--- src/rtl/uart_reg_pkg.sv ---
package uart_reg_pkg;

  localparam int REG_W = 32;
  localparam int IRQ_N = 4;

  // interrupt bit positions (software decodes these)
  localparam int IRQ_TXWM  = 0;
  localparam int IRQ_RXWM  = 1;
  localparam int IRQ_TXEMP = 2;
  localparam int IRQ_RXOVF = 3;

  localparam logic [REG_W-1:0] OFS_ISTATE = 32'h00;
  localparam logic [REG_W-1:0] OFS_IEN    = 32'h04;
  localparam logic [REG_W-1:0] OFS_ITEST  = 32'h08;
  localparam logic [REG_W-1:0] OFS_CTRL   = 32'h10;
  localparam logic [REG_W-1:0] OFS_STATUS = 32'h14;
  localparam logic [REG_W-1:0] OFS_RDATA  = 32'h18;
  localparam logic [REG_W-1:0] OFS_WDATA  = 32'h1C;
  localparam logic [REG_W-1:0] OFS_FCTRL  = 32'h20;
  localparam logic [REG_W-1:0] OFS_FSTAT  = 32'h24;
  localparam logic [REG_W-1:0] OFS_TMO    = 32'h30;

  typedef enum logic [3:0] {
    SEL_NONE, SEL_ISTATE, SEL_IEN, SEL_ITEST, SEL_CTRL, SEL_STATUS,
    SEL_RDATA, SEL_WDATA, SEL_FCTRL, SEL_FSTAT, SEL_TMO
  } reg_sel_e;

  typedef struct packed {
    logic istate_wr;
    logic ien_wr;
    logic itest_wr;
    logic ctrl_wr;
    logic wdata_wr;
    logic fctrl_wr;
    logic tmo_wr;
    logic rdata_rd;
  } reg_stb_t;

  function automatic reg_sel_e offset_to_sel(input logic [REG_W-1:0] ofs);
    reg_sel_e s;
    s = SEL_NONE;
    if (ofs[1:0] == 2'b00) begin
      case (ofs)
        OFS_ISTATE: s = SEL_ISTATE;
        OFS_IEN:    s = SEL_IEN;
        OFS_ITEST:  s = SEL_ITEST;
        OFS_CTRL:   s = SEL_CTRL;
        OFS_STATUS: s = SEL_STATUS;
        OFS_RDATA:  s = SEL_RDATA;
        OFS_WDATA:  s = SEL_WDATA;
        OFS_FCTRL:  s = SEL_FCTRL;
        OFS_FSTAT:  s = SEL_FSTAT;
        OFS_TMO:    s = SEL_TMO;
        default:    s = SEL_NONE;
      endcase
    end
    return s;
  endfunction

  // set events override the clear mask
  function automatic logic irq_bit_next(input logic cur, input logic clr,
                                        input logic tst, input logic set);
    return (cur & ~clr) | tst | set;
  endfunction

  function automatic logic [REG_W-1:0] fifo_status_word(input logic [4:0] tx_lvl,
                                                         input logic [4:0] rx_lvl);
    return {11'b0, rx_lvl, 11'b0, tx_lvl};
  endfunction

  function automatic logic [REG_W-1:0] status_word(input logic tx_full, input logic tx_empty,
                                                    input logic rx_full, input logic rx_empty);
    return {26'b0, rx_empty, rx_empty, tx_empty, tx_empty, rx_full, tx_full};
  endfunction

endpackage

--- src/rtl/uart_reg_decode.sv ---
module uart_reg_decode
  import uart_reg_pkg::*;
#(
  parameter int ADDR_W = 10
) (
  input  logic              valid,
  input  logic              write,
  input  logic [ADDR_W-1:0] addr,
  output reg_sel_e          sel,
  output reg_stb_t          stb
);

  always_comb begin
    sel = offset_to_sel(REG_W'(addr));
    stb = '0;
    if (valid && write) begin
      stb.istate_wr = (sel == SEL_ISTATE);
      stb.ien_wr    = (sel == SEL_IEN);
      stb.itest_wr  = (sel == SEL_ITEST);
      stb.ctrl_wr   = (sel == SEL_CTRL);
      stb.wdata_wr  = (sel == SEL_WDATA);
      stb.fctrl_wr  = (sel == SEL_FCTRL);
      stb.tmo_wr    = (sel == SEL_TMO);
    end
    if (valid && !write) begin
      stb.rdata_rd  = (sel == SEL_RDATA);
    end
  end

endmodule

--- src/rtl/uart_reg_irq.sv ---
module uart_reg_irq #(
  parameter int N = 4
) (
  input  logic         clk,
  input  logic         rst_n,
  input  logic         en_wr,
  input  logic         clr_wr,
  input  logic         tst_wr,
  input  logic [N-1:0] wdata,
  input  logic [N-1:0] hw_set,
  output logic [N-1:0] state_o,
  output logic [N-1:0] enable_o,
  output logic [N-1:0] irq_o
);
  import uart_reg_pkg::irq_bit_next;

  logic [N-1:0] state_q;
  logic [N-1:0] enable_q;
  logic [N-1:0] clr_mask;
  logic [N-1:0] tst_mask;

  assign clr_mask = clr_wr ? wdata : '0;
  assign tst_mask = tst_wr ? wdata : '0;

  always_ff @(posedge clk or negedge rst_n) begin
    if (!rst_n)     enable_q <= '0;
    else if (en_wr) enable_q <= wdata;
  end

  for (genvar i = 0; i < N; i++) begin : g_bit
    always_ff @(posedge clk or negedge rst_n) begin
      if (!rst_n) state_q[i] <= 1'b0;
      else        state_q[i] <= irq_bit_next(state_q[i], clr_mask[i], tst_mask[i], hw_set[i]);
    end

    assign irq_o[i] = state_q[i] & enable_q[i];


    w1c_clears_chk: assert property (@(posedge clk) disable iff (!rst_n)
      (clr_wr && wdata[i] && !tst_wr && !hw_set[i]) |=> !state_q[i]);

    set_wins_chk: assert property (@(posedge clk) disable iff (!rst_n)
      hw_set[i] |=> state_q[i]);

    test_sets_chk: assert property (@(posedge clk) disable iff (!rst_n)
      (tst_wr && wdata[i]) |=> state_q[i]);

    state_hold_chk: assert property (@(posedge clk) disable iff (!rst_n)
      (!clr_wr && !tst_wr && !hw_set[i]) |=> $stable(state_q[i]));
  end

  assign state_o  = state_q;
  assign enable_o = enable_q;

endmodule

--- src/rtl/uart_reg_rx.sv ---
module uart_reg_rx #(
  parameter int DEPTH  = 16,
  parameter int LVL_W  = $clog2(DEPTH + 1),
  parameter int THR_W  = 3
) (
  input  logic             clk,
  input  logic             rst_n,
  input  logic             rx_en,
  input  logic [THR_W-1:0] thresh,
  input  logic             byte_valid,
  input  logic [7:0]       byte_in,
  input  logic             pop_req,
  input  logic             flush,
  output logic [LVL_W-1:0] level_o,
  output logic [7:0]       hold_o,
  output logic             full_o,
  output logic             empty_o,
  output logic             pop_o,
  output logic             wm_set_o,
  output logic             ovf_set_o
);

  localparam logic [LVL_W-1:0] LVL_MAX = LVL_W'(DEPTH);

  logic [LVL_W-1:0] level_q;
  logic [LVL_W-1:0] level_after;
  logic [7:0]       hold_q;
  logic             pop_q;
  logic             at_max;
  logic             pop_fire;
  logic             accept;

  function automatic logic [LVL_W-1:0] step_level(input logic [LVL_W-1:0] cur,
                                                  input logic inc, input logic dec);
    return cur + LVL_W'(inc) - LVL_W'(dec);
  endfunction

  assign at_max      = (level_q == LVL_MAX);
  assign pop_fire    = pop_req && rx_en && (level_q != '0);
  assign accept      = byte_valid && rx_en && (!at_max || pop_fire);
  assign level_after = step_level(level_q, accept, pop_fire);
  assign wm_set_o    = accept && (level_after > LVL_W'(thresh));
  assign ovf_set_o   = byte_valid && rx_en && at_max && !pop_fire;

  always_ff @(posedge clk or negedge rst_n) begin
    if (!rst_n) begin
      level_q <= '0;
      hold_q  <= '0;
      pop_q   <= 1'b0;
    end else begin
      level_q <= flush ? '0 : level_after;
      if (accept) hold_q <= byte_in;
      pop_q   <= pop_fire;
    end
  end

  assign level_o = level_q;
  assign hold_o  = hold_q;
  assign full_o  = at_max;
  assign empty_o = (level_q == '0);
  assign pop_o   = pop_q;


  pop_dec_chk: assert property (@(posedge clk) disable iff (!rst_n)
    (pop_fire && !accept && !flush) |=> (level_q == $past(level_q) - LVL_W'(1)));

  push_inc_chk: assert property (@(posedge clk) disable iff (!rst_n)
    (accept && !pop_fire && !flush) |=> (level_q == $past(level_q) + LVL_W'(1)));

  level_bound_chk: assert property (@(posedge clk) disable iff (!rst_n)
    level_q <= LVL_MAX);

  drop_keeps_chk: assert property (@(posedge clk) disable iff (!rst_n)
    (ovf_set_o && !flush) |=> (level_q == LVL_MAX && $stable(hold_q)));

  disabled_ignore_chk: assert property (@(posedge clk) disable iff (!rst_n)
    (!rx_en && !flush) |=> $stable(level_q));

endmodule

--- src/rtl/uart_regbank.sv ---
module uart_regbank
  import uart_reg_pkg::*;
#(
  parameter int ADDR_W   = 10,
  parameter int TX_DEPTH = 16,
  parameter int RX_DEPTH = 16,
  localparam int TX_LVL_W = $clog2(TX_DEPTH + 1)
) (
  input  logic                clk,
  input  logic                rst_n,
  input  logic                bus_valid,
  input  logic                bus_write,
  input  logic [ADDR_W-1:0]   bus_addr,
  input  logic [31:0]         bus_wdata,
  output logic [31:0]         bus_rdata,
  input  logic                rx_valid,
  input  logic [7:0]          rx_byte,
  input  logic [TX_LVL_W-1:0] tx_level_in,
  input  logic                ev_tx_watermark,
  input  logic                ev_tx_empty,
  output logic                tx_push,
  output logic [7:0]          tx_byte,
  output logic                tx_fifo_clr,
  output logic                rx_pop,
  output logic                ctrl_tx_en,
  output logic                ctrl_rx_en,
  output logic [15:0]         baud_inc,
  output logic [1:0]          tx_thresh,
  output logic                irq_tx_watermark,
  output logic                irq_rx_watermark,
  output logic                irq_tx_empty,
  output logic                irq_rx_overflow
);

  localparam int RX_LVL_W = $clog2(RX_DEPTH + 1);
  localparam int FCTRL_W  = 7;
  localparam logic [TX_LVL_W-1:0] TX_MAX = TX_LVL_W'(TX_DEPTH);

  reg_sel_e sel;
  reg_stb_t stb;

  logic [REG_W-1:0]    ctrl_q;
  logic [REG_W-1:0]    tmo_q;
  logic [FCTRL_W-1:0]  fctrl_q;
  logic [TX_LVL_W-1:0] tx_lvl_q;
  logic                tx_push_q;
  logic [7:0]          tx_byte_q;
  logic                tx_clr_q;

  logic [IRQ_N-1:0]    hw_set;
  logic [IRQ_N-1:0]    istate;
  logic [IRQ_N-1:0]    ienable;
  logic [IRQ_N-1:0]    irq_vec;

  logic [RX_LVL_W-1:0] rx_level;
  logic [7:0]          rx_hold;
  logic                rx_full;
  logic                rx_empty;
  logic                rx_wm_evt;
  logic                rx_ovf_evt;
  logic                rx_flush;

  uart_reg_decode #(.ADDR_W(ADDR_W)) u_decode (
    .valid (bus_valid),
    .write (bus_write),
    .addr  (bus_addr),
    .sel   (sel),
    .stb   (stb)
  );

  assign rx_flush = stb.fctrl_wr && bus_wdata[0];

  uart_reg_rx #(.DEPTH(RX_DEPTH), .LVL_W(RX_LVL_W), .THR_W(3)) u_rx (
    .clk        (clk),
    .rst_n      (rst_n),
    .rx_en      (ctrl_q[1]),
    .thresh     (fctrl_q[4:2]),
    .byte_valid (rx_valid),
    .byte_in    (rx_byte),
    .pop_req    (stb.rdata_rd),
    .flush      (rx_flush),
    .level_o    (rx_level),
    .hold_o     (rx_hold),
    .full_o     (rx_full),
    .empty_o    (rx_empty),
    .pop_o      (rx_pop),
    .wm_set_o   (rx_wm_evt),
    .ovf_set_o  (rx_ovf_evt)
  );

  always_comb begin
    hw_set            = '0;
    hw_set[IRQ_TXWM]  = ev_tx_watermark;
    hw_set[IRQ_RXWM]  = rx_wm_evt;
    hw_set[IRQ_TXEMP] = ev_tx_empty;
    hw_set[IRQ_RXOVF] = rx_ovf_evt;
  end

  uart_reg_irq #(.N(IRQ_N)) u_irq (
    .clk      (clk),
    .rst_n    (rst_n),
    .en_wr    (stb.ien_wr),
    .clr_wr   (stb.istate_wr),
    .tst_wr   (stb.itest_wr),
    .wdata    (bus_wdata[IRQ_N-1:0]),
    .hw_set   (hw_set),
    .state_o  (istate),
    .enable_o (ienable),
    .irq_o    (irq_vec)
  );

  always_ff @(posedge clk or negedge rst_n) begin
    if (!rst_n) begin
      ctrl_q    <= '0;
      tmo_q     <= '0;
      fctrl_q   <= '0;
      tx_lvl_q  <= '0;
      tx_push_q <= 1'b0;
      tx_byte_q <= '0;
      tx_clr_q  <= 1'b0;
    end else begin
      if (stb.ctrl_wr)  ctrl_q  <= bus_wdata;
      if (stb.tmo_wr)   tmo_q   <= bus_wdata;
      if (stb.fctrl_wr) fctrl_q <= bus_wdata[FCTRL_W-1:0];
      tx_lvl_q  <= tx_level_in;
      tx_push_q <= stb.wdata_wr;
      if (stb.wdata_wr) tx_byte_q <= bus_wdata[7:0];
      tx_clr_q  <= stb.fctrl_wr && bus_wdata[1];
    end
  end

  always_comb begin
    bus_rdata = '0;
    if (bus_valid && !bus_write) begin
      case (sel)
        SEL_ISTATE: bus_rdata = REG_W'(istate);
        SEL_IEN:    bus_rdata = REG_W'(ienable);
        SEL_CTRL:   bus_rdata = ctrl_q;
        SEL_STATUS: bus_rdata = status_word(tx_lvl_q == TX_MAX, tx_lvl_q == '0,
                                            rx_full, rx_empty);
        SEL_RDATA:  bus_rdata = REG_W'(rx_hold);
        SEL_FCTRL:  bus_rdata = REG_W'(fctrl_q);
        SEL_FSTAT:  bus_rdata = fifo_status_word(5'(tx_lvl_q), 5'(rx_level));
        SEL_TMO:    bus_rdata = tmo_q;
        default:    bus_rdata = '0;
      endcase
    end
  end

  assign tx_push          = tx_push_q;
  assign tx_byte          = tx_byte_q;
  assign tx_fifo_clr      = tx_clr_q;
  assign ctrl_tx_en       = ctrl_q[0];
  assign ctrl_rx_en       = ctrl_q[1];
  assign baud_inc         = ctrl_q[31:16];
  assign tx_thresh        = fctrl_q[6:5];
  assign irq_tx_watermark = irq_vec[IRQ_TXWM];
  assign irq_rx_watermark = irq_vec[IRQ_RXWM];
  assign irq_tx_empty     = irq_vec[IRQ_TXEMP];
  assign irq_rx_overflow  = irq_vec[IRQ_RXOVF];


  push_follows_write_chk: assert property (@(posedge clk) disable iff (!rst_n)
    tx_push |-> $past(bus_valid && bus_write));

  ro_status_write_chk: assert property (@(posedge clk) disable iff (!rst_n)
    (bus_valid && bus_write && sel == SEL_STATUS) |=> $stable(ctrl_q) && $stable(fctrl_q));

  irq_needs_enable_chk: assert property (@(posedge clk) disable iff (!rst_n)
    $countones(irq_vec) <= $countones(ienable));

endmodule

--- config.mk ---
export PLATFORM = sky130hd
export DESIGN_NAME = uart_regbank
export DESIGN_NICKNAME = d
export VERILOG_FILES = /design/src/rtl/uart_reg_pkg.sv /design/src/rtl/uart_reg_decode.sv /design/src/rtl/uart_reg_irq.sv /design/src/rtl/uart_reg_rx.sv /design/src/rtl/uart_regbank.sv
export SDC_FILE = /design/constraint.sdc
export NUM_CORES = 1
export LEC_CHECK = 0
export CORE_ASPECT_RATIO = 0.75
export CORE_MARGIN = 10
export CORE_UTILIZATION = 45
export DETAILED_ROUTE_END_ITERATION = 6
export DONT_BUFFER_PORTS = 1
export SYNTH_ARGS = -nofsm -noshare
export SYNTH_HDL_FRONTEND = slang
export SYNTH_HIERARCHICAL = 1
export SYNTH_SLANG_ARGS = --single-unit
--- constraint.sdc ---
create_clock -name clk -period 3.9 [get_ports clk]
set_clock_uncertainty 0.2 [all_clocks]
set_input_delay 0.585 -clock clk [delete_from_list [all_inputs] [get_ports clk]]
set_output_delay 0.585 -clock clk [all_outputs]
set_load 0.02 [all_outputs]
Word-level counts from Yosys, hierarchy flattened
Cells that the tools add are included.

storage, ports and cells
  bits in registers = 108
  bits of input ports = 62
  output and inout bits = 67
  word-level logic and storage cells = 88

operators by class
  add/subtract/negate cells = 2
  $lt $le $gt $ge = 1
  eq/ne operators = 21
  mux-type cells = 9
  bitwise logic cells = 20
  reductions and logical operators = 20

operator list
  operator               count
  $pmux W32 S8           1
  $eq A10 B5 Y1 const B  4
  $pmux W4 S10           1
  $mux W32               1
  $eq A10 B6 Y1 const B  3
  $eq A4 B3 Y1 const B   4
  $eq A4 B4 Y1 const B   3
  $mux W4                3
  $logic_and A1 B1 Y1    11
  $eq A10 B3 Y1 const B  1
  $eq A10 B4 Y1 const B  1
  $eq A5 B5 Y1 const B   2
  $logic_not A10 Y1      1
  $logic_not A5 Y1       2
  $and A1 B1 Y1          8
  $eq A4 B2 Y1 const B   2
  $or A1 B1 Y1           8
  $mux W7                1
  $add A5 B1 Y5          1
  $gt A5 B3 Y1           1
  $mux W5                1
  $reduce_bool A5 Y1     1
  $sub A5 B1 Y5          1
  $eq A4 B1 Y1 const B   1
  5 further kinds        10

Depth between registers and ports, before layout
Gate-level depths: netlist of run 1.

  depth in word-level cells = 14
  gate-level depth with buffers = 19
  mapped depth without buffers = 18

Modules after synthesis
Netlist of run 1, hierarchy kept.

modules (own cells, without submodules)
  module           times used  cells each  area each (um2)  seq. area each (um2)
  uart_regbank     1           337         4186.5           2152.1
  uart_reg_rx      1           70          792.0            350.3
  uart_reg_decode  1           49          350.3            0.0
  uart_reg_irq     1           24          325.3            200.2

Worst setup path after synthesis of run 1
No wires, ideal clock.

  path kind = input port to flip-flop
  start = in bus_addr[1]
  end = reg u_irq.state_q[1] (netlist: u_irq/state_o[1])
  library setup time = 0.126 ns
  arrival time = 4.094 ns
  required time = 3.574 ns
  setup slack = -0.520 ns
  stages on the path = 17
  cell sequence = nor4_4 > nand2_4 > nor2_1 > nor4b_2 > nand2_1 > or3_1 > o21ai_0 > ha_1 > inv_1 > fa_1 > inv_1 > ha_1 > nor2b_1 > o21a_1 > o21ai_0 > a31oi_1 > a221o_1

RTL lines
  item                            RTL line            source
  start: declaration              uart_regbank.sv:13  input logic [ADDR_W-1:0] bus_addr,
  end signal: indexed assignment  uart_reg_irq.sv:33  else state_q[i] <= irq_bit_next(state_q[i], clr_mask[i], tst_mask[i], hw_set[i]);
  end: declaration                uart_reg_irq.sv:17  logic [N-1:0] state_q;

==> flow_metrics.env, run 1 <==
export IMPL_most_common_layout_cells="108 x dfrtp_1, 90 x mux2_2, 56 x buf_4"
export IMPL_rsz0062_at_grt="true"
export IMPL_flow_area_growth_from_synthesis_pct=13.1
export IMPL_max_freq_ghz=0.262
export IMPL_setup_worst_path_class="input pin to flip-flop"
export IMPL_finalCritPeriodShare_pct=97.9
export IMPL_clkSlewWorstSetupHoldPaths_ns=0.07
export IMPL_synth_seq_cells=108
export IMPL_dr_total_vias=3919
export IMPL_synth_edf_count=0
export IMPL_power_per_cell_area_nw_per_um2=361
export IMPL_clock_sinks=108
export IMPL_placement_setup_worst_slack_ns=-0.424
export IMPL_report_power_total_w=0.00231
export IMPL_fp_dieArea_sq_um=17500
export IMPL_synthesis_instances=480
export IMPL_grtUsageTotal_pct=17.2
export IMPL_fin_hold_ws_ns=-0.00250
export IMPL_routed_wirelength_um=15300
export IMPL_route_met3_wl_um=1390
export IMPL_critical_path_max_fanout=9
export IMPL_grt_first_pass_wirelength_um=23700
export IMPL_first_iter_violations=271
export IMPL_gpl_final_weighted_congestion=0.886
export IMPL_final_layout_size_suffix_gt1_share_pct=39.2
export IMPL_floorplan_initialDensity_pct=45.9
export IMPL_drt_drc_violations_left=0
export IMPL_synthFlopType="dfrtp_1"
export IMPL_worst_slew_slack_as_a_fraction_of_its_limit_pct=49.5
export IMPL_arrival_ns=3.85
export IMPL_core_area_sq_um=12300
export IMPL_ios=129
export IMPL_synth_cell_types=64
export IMPL_insertion_delay_ns=0.34
export IMPL_htree_num_levels=3
export IMPL_finish_utilization_pct=52.0
export IMPL_met1Wirelength_um=6530
export IMPL_clk_path_buf_depth=2
export IMPL_place_detailed_hpwl_um=10700
export IMPL_number_of_cts_inserted_buffers=9
export IMPL_reg2reg_setup_slack_ns=0.29
export IMPL_worst_slack_ns=0.0826
export IMPL_maxUsedRoutingLayer="met4"
export IMPL_violations_in_the_final_reports="hold timing"
export IMPL_result_of_the_run="finished with violations"
export IMPL_synth_yosys_warnings=6
export IMPL_holdCritPathClass="input pin to async pin"
export IMPL_synthesis_area_per_instance_sq_um=11.8
export IMPL_grt_overflow=0
export IMPL_setup_worst_path_start_class="input pin"
export IMPL_routed_wire_length_per_instance_um=22.6
export IMPL_grt_start_max_net_pins=109
export IMPL_clock_tree_root_buffer_cell="clkbuf_16"
export IMPL_finalSetupViolations=0
export IMPL_peakVddDrop_v=0.000217
export IMPL_critPathCaptureType="flip-flop"
export IMPL_rows=35
export IMPL_static_leakage_power_nw=2.84
export IMPL_asyncSetResetFlopFracSynth_pct=100
export IMPL_die_w_um=149
export IMPL_syn_nets=551
export IMPL_postRouteAntennaNets=0
export IMPL_timing_final_max_slew_violations=0
export IMPL_maxCapViolations=0
export IMPL_detail_route_vias_per_cell=5.81
export IMPL_wl_met2_um=7210
export IMPL_cts_tree="built"
export IMPL_timing_final_crit_period_ns=3.82
export IMPL_synth_yosys_seq_area_share_pct=47.8
export IMPL_finalNetCount=575
export IMPL_die_height_um=117
export IMPL_layout_commonest_cell="dfrtp_1"
export IMPL_worstPathRequired_ns=3.93
export IMPL_via_count_of_the_first_global_routing_pass=4188
export IMPL_final_hold_viol_count=9
export IMPL_portBuffers=0
export IMPL_syn_cell_area_sq_um=5650
export IMPL_drtPass1Iterations=5
export IMPL_antenna_violations_before_repair=2
export IMPL_tightestPinTransition_ns=0.751
[where the power goes]
part	internal [W]	switching (W)
logic	0.000111	0.000126
clock network	0.000444	0.000433
registers	0.00116	0.0000388
total	0.00171	0.000598
[Yosys cell counts (6+ instances only)]
| cell | number | share of area [%] |
|---|---|---|
| nand3b_1 | 7 | 0.93 |
| inv_1 | 12 | 0.80 |
| a22oi_1 | 21 | 2.8 |
| and2_1 | 6 | 0.66 |
| ha_1 | 8 | 1.8 |
| mux2i_1 | 7 | 1.2 |
| a31oi_1 | 6 | 0.66 |
| nor3_1 | 9 | 0.80 |
| a222oi_1 | 6 | 1.1 |
| mux2_2 | 90 | 18 |
| a21oi_1 | 12 | 1.1 |
| nor2_1 | 42 | 2.8 |
| nand2_1 | 16 | 1.1 |
| o21ai_0 | 7 | 0.62 |
| dfrtp_1 | 108 | 48 |
| buf_4 | 22 | 2.9 |
| buf_2 | 14 | 1.2 |
[stage by stage]
| stage | setup TNS (ns) | instance area (sq um) | instances |
|---|---|---|---|
| 6_report | 0 | 6400 | 675 |
| 5_1_grt | -0.0870 | 6400 | 675 |
| 4_1_cts | 0 | 6360 | 673 |
| 3_5_place_dp | -0.424 | 6030 | 657 |
| 3_3_place_gp | -0.315 | 6030 | 657 |
| 2_1_floorplan | -0.403 | 5680 | 480 |
[flip-flops by register name, summed over array words and instances, names as in the netlist]
name	flops
tx_byte	8
u_irq/state_o	4
tx_fifo_clr	1
ctrl_q	32
u_rx/pop_o	1
u_rx/hold_o	8
tx_lvl_q	5
fctrl_q	7
tx_push	1
u_rx/level_o	5
u_irq/enable_o	4
tmo_q	32
[cell families (layout without fill, tap and decap cells)]
logic type,count (synthesis),after routing,share of synthesized area [%]
muxes,99,99,19.6
adders and majority gates,9,9,2.12
buffers and inverters,58,86,6.28
DFF,108,108,47.8
AOI/OAI and AO/OA,76,76,10.3
and+or+nand+nor,125,125,13.2
other,0,1,0
xor gates and xnor gates,5,5,0.774
[what timing repair did]
| action | CTS | global route |
|---|---|---|
| gates resized for setup | 4 | 8 |
| setup buffers | 0 | 1 |
| hold buffers | 1 | 0 |
| hold endpoints to repair | 108 | 0 |
| setup endpoints to repair | 1 | 1 |
| pin swaps | 5 | 8 |
[worst max-delay path, stage by stage]
cell,delay (ns)
or4b_4,0.52
o21ai_2,0.08
nand2_2,0.07
nor4b_2,0.21
nand2_1,0.10
or3_4,0.34
o21ai_2,0.07
ha_2,0.20
inv_2,0.04
fa_1,0.54
inv_2,0.06
ha_4,0.21
nor2b_4,0.12
o21a_1,0.16
o21ai_1,0.14
a31oi_1,0.10
a221o_1,0.27
[metal layers]
metal  global-route usage (%)  vias up
met5                        0        -
met4                     3.39        0
met3                     6.49       12
met2                     27.7      143
met1                     21.6     1988
li1                         -     1776
[path summary, 6_finish.rpt]
kind,startpoint,endpoint,cells after the start
worst max-delay path,bus_addr[3],u_irq/state_o[1],17
worst min-delay path,rst_n,ctrl_q[13],1
worst max register to register,u_rx/level_o[3],u_irq/state_o[1],16
worst min register to register,tmo_q[20],tmo_q[20],1
max in group asynchronous,rst_n,u_irq/enable_o[2],1
min in group clk,tx_level_in[2],tx_lvl_q[2],0
[cell type report]
cell class	count	area [sq um]
Multi-Input combinational cell	314	2680
Sequential cell	108	2700
Fill cell	1095	5910
Antenna cell	1	2.50
Clock inverter	6	55.1
Tap cell	166	208
Inverter	12	45.0
Timing Repair Buffer	59	479
Clock buffer	9	225
Power figures use the tool's default switching activity.
==> run 2: changes to the inputs <==
Clock period 3.9 ns to 4.9 ns, I/O delays scaled along.
==> flow_metrics.env, run 2 (same netlist as run 1, synthesis figures left out) <==
export IMPL_result_of_the_run="complete, no violations"
export IMPL_cts_resized=0
export IMPL_finish_utilization_pct=50.4
export IMPL_clock_sinks=108
export IMPL_antenna_diode_count=0
export IMPL_routed_wirelength_um=15000
export IMPL_cpMaxStageDelayCell="or4b_4"
export IMPL_max_stage_delay_ns=0.53
export IMPL_gpl_final_weighted_congestion=0.844
export IMPL_peakVddDrop_v=0.000212
export IMPL_insertion_delay_ns=0.34
export IMPL_portBuffers=0
export IMPL_final_layout_size_suffix_gt1_share_pct=34.5
export IMPL_flow_area_growth_from_synthesis_pct=9.76
export IMPL_grt_start_max_net_pins=109
export IMPL_setup_tns_ns=0
export IMPL_placement_setup_worst_slack_ns=0.275
export IMPL_arrival_ns=4.32
export IMPL_critical_path_max_fanout=10
export IMPL_report_power_total_w=0.00184
export IMPL_holdCritPathClass="input pin to async pin"
export IMPL_timing_final_crit_period_ns=4.30
export IMPL_detail_route_vias_per_cell=5.81
export IMPL_postPlaceCellArea_sq_um=5890
export IMPL_clk_path_buf_depth=2
export IMPL_routed_wire_length_per_instance_um=22.8
export IMPL_place_detailed_hpwl_um=10500
export IMPL_dr_total_vias=3830
export IMPL_maxCapViolations=0
export IMPL_floorplan_initialDensity_pct=45.9
export IMPL_max_freq_ghz=0.233
export IMPL_stdcell_area_sq_um=6210
export IMPL_die_w_um=149
export IMPL_worst_slack_ns=0.601
export IMPL_ios=129
export IMPL_drt_drc_violations_left=0
export IMPL_fillerInstances=1096
export IMPL_antenna_violations_before_repair=0
export IMPL_ff_latch_area_sq_um=2700
export IMPL_worstPathRequired_ns=4.93
export IMPL_number_of_cts_inserted_buffers=9
export IMPL_htree_num_levels=3
export IMPL_finalCritPeriodShare_pct=87.7
export IMPL_biggest_regs="ctrl_q: 32 flops, tmo_q: 32 flops"
export IMPL_setup_worst_path_start_class="input pin"
export IMPL_cts_tree="built"
export IMPL_area_occupied_by_multi_input_gates_sq_um=2620
export IMPL_fp_dieArea_sq_um=17500
export IMPL_tightestPinTransition_ns=0.916
export IMPL_finalNetCount=559
export IMPL_rows=35
export IMPL_core_area_sq_um=12300
export IMPL_path_cells="or4b_4 > o21ai_0 > nand2_1 > nor4b_2 > nand2_1 > or3_1 > o21ai_0 > ha_1 > inv_1 > fa_1 > inv_1 > ha_1 > nor2b_1 > o21a_1 > o21ai_0 > a31oi_1 > a221o_1"
export IMPL_most_common_layout_cells="108 x dfrtp_1, 90 x mux2_2, 42 x nor2_1, 42 x buf_4, 21 x a22oi_1"
export IMPL_critPathCaptureType="flip-flop"
export IMPL_postRouteAntennaNets=0
export IMPL_first_iter_violations=302
export IMPL_rsz0062_at_grt="false"
export IMPL_clock_tree_root_buffer_cell="clkbuf_16"
export IMPL_finalSetupViolations=0
export IMPL_timing_final_max_slew_violations=0
export IMPL_static_leakage_power_nw=2.74
export IMPL_layout_commonest_cell="dfrtp_1"
export IMPL_grt_first_pass_wirelength_um=23500
export IMPL_grtUsageTotal_pct=17.1
export IMPL_setup_worst_path_class="input pin to flip-flop"
export IMPL_cp_common_cell="o21ai_0"
export IMPL_worstPathBufferInverterCount=2
export IMPL_worst_slew_slack_as_a_fraction_of_its_limit_pct=38.9
export IMPL_die_height_um=117
export IMPL_via_count_of_the_first_global_routing_pass=4066
export IMPL_power_per_cell_area_nw_per_um2=296
export IMPL_drtPass1Iterations=4
export IMPL_grt_overflow=0
export IMPL_final_hold_viol_count=0
export IMPL_dominant_delay_contributor_by_cell_family_on_the_critical_path="simple AND/OR/NAND/NOR gates"
export IMPL_clkSlewWorstSetupHoldPaths_ns=0.07
-- run 2: what timing repair did --
item | 4_1_cts | 5_1_grt
hold endpoints to repair | 108 | 0
hold buffers | 1 | 0
setup buffers | 0 | 0
-- run 2: final cells by class --
cell class / count / area share (%)
repair buffers: 43 / 5.52
clock inverters: 5 / 0.726
clock buffers: 11 / 3.91
inverters: 12 / 0.726
well taps: 166 / 3.35
multi-input cells: 314 / 42.2
flip-flops and latches: 108 / 43.5
-- run 2: worst paths after layout --
check / from / endpoint / slack, ns / depth (start not counted)
min reg2reg: tmo_q[20] / tmo_q[20] / 0.29 / 1
max: bus_addr[4] / u_irq/state_o[1] / 0.60 / 17
max reg2reg: u_rx/level_o[3] / u_irq/state_o[1] / 1.08 / 15
min: rst_n / ctrl_q[14] / 0.12 / 1
max in group asynchronous: rst_n / ctrl_q[3] / 3.94 / 1
min in group clk: tx_level_in[3] / tx_lvl_q[3] / 0.22 / 0
-- run 2: per-layer routing --
layer / vias up / wire length (um) / global-route usage [%]
li1: 1728 / - / -
met1: 1947 / 6510 / 22.5
met2: 145 / 6980 / 26.3
met3: 10 / 1430 / 6.53
met4: 0 / 118 / 3.78
met5: - / 0 / 0
-- run 2: report_power, final --
group	switching (W)	leakage, nW	total, W	internal [W]
Sequential	0.0000339	1.47	0.000955	0.000921
Clock	0.000336	0.138	0.000701	0.000366
Combinational	0.000101	1.13	0.000182	0.0000815
-- run 2: per-stage QoR --
| stage | instances | hold WS, ns |
|---|---|---|
| 3_3_place_gp | 642 | 0.244 |
| 6_report | 659 | 0.117 |
| 5_1_grt | 659 | 0.155 |
| 3_5_place_dp | 642 | 0.243 |
| 2_1_floorplan | 480 | 0.239 |
| 4_1_cts | 659 | 0.157 |
-- run 2: worst reg2reg max path, delay by kind of cell (launching register included) --
kind	cells	cell delay [ns]
fa+ha+maj	4	1.18
compound gates	5	0.88
simple gates	3	0.85
flops	1	0.42
buf+inv	3	0.21
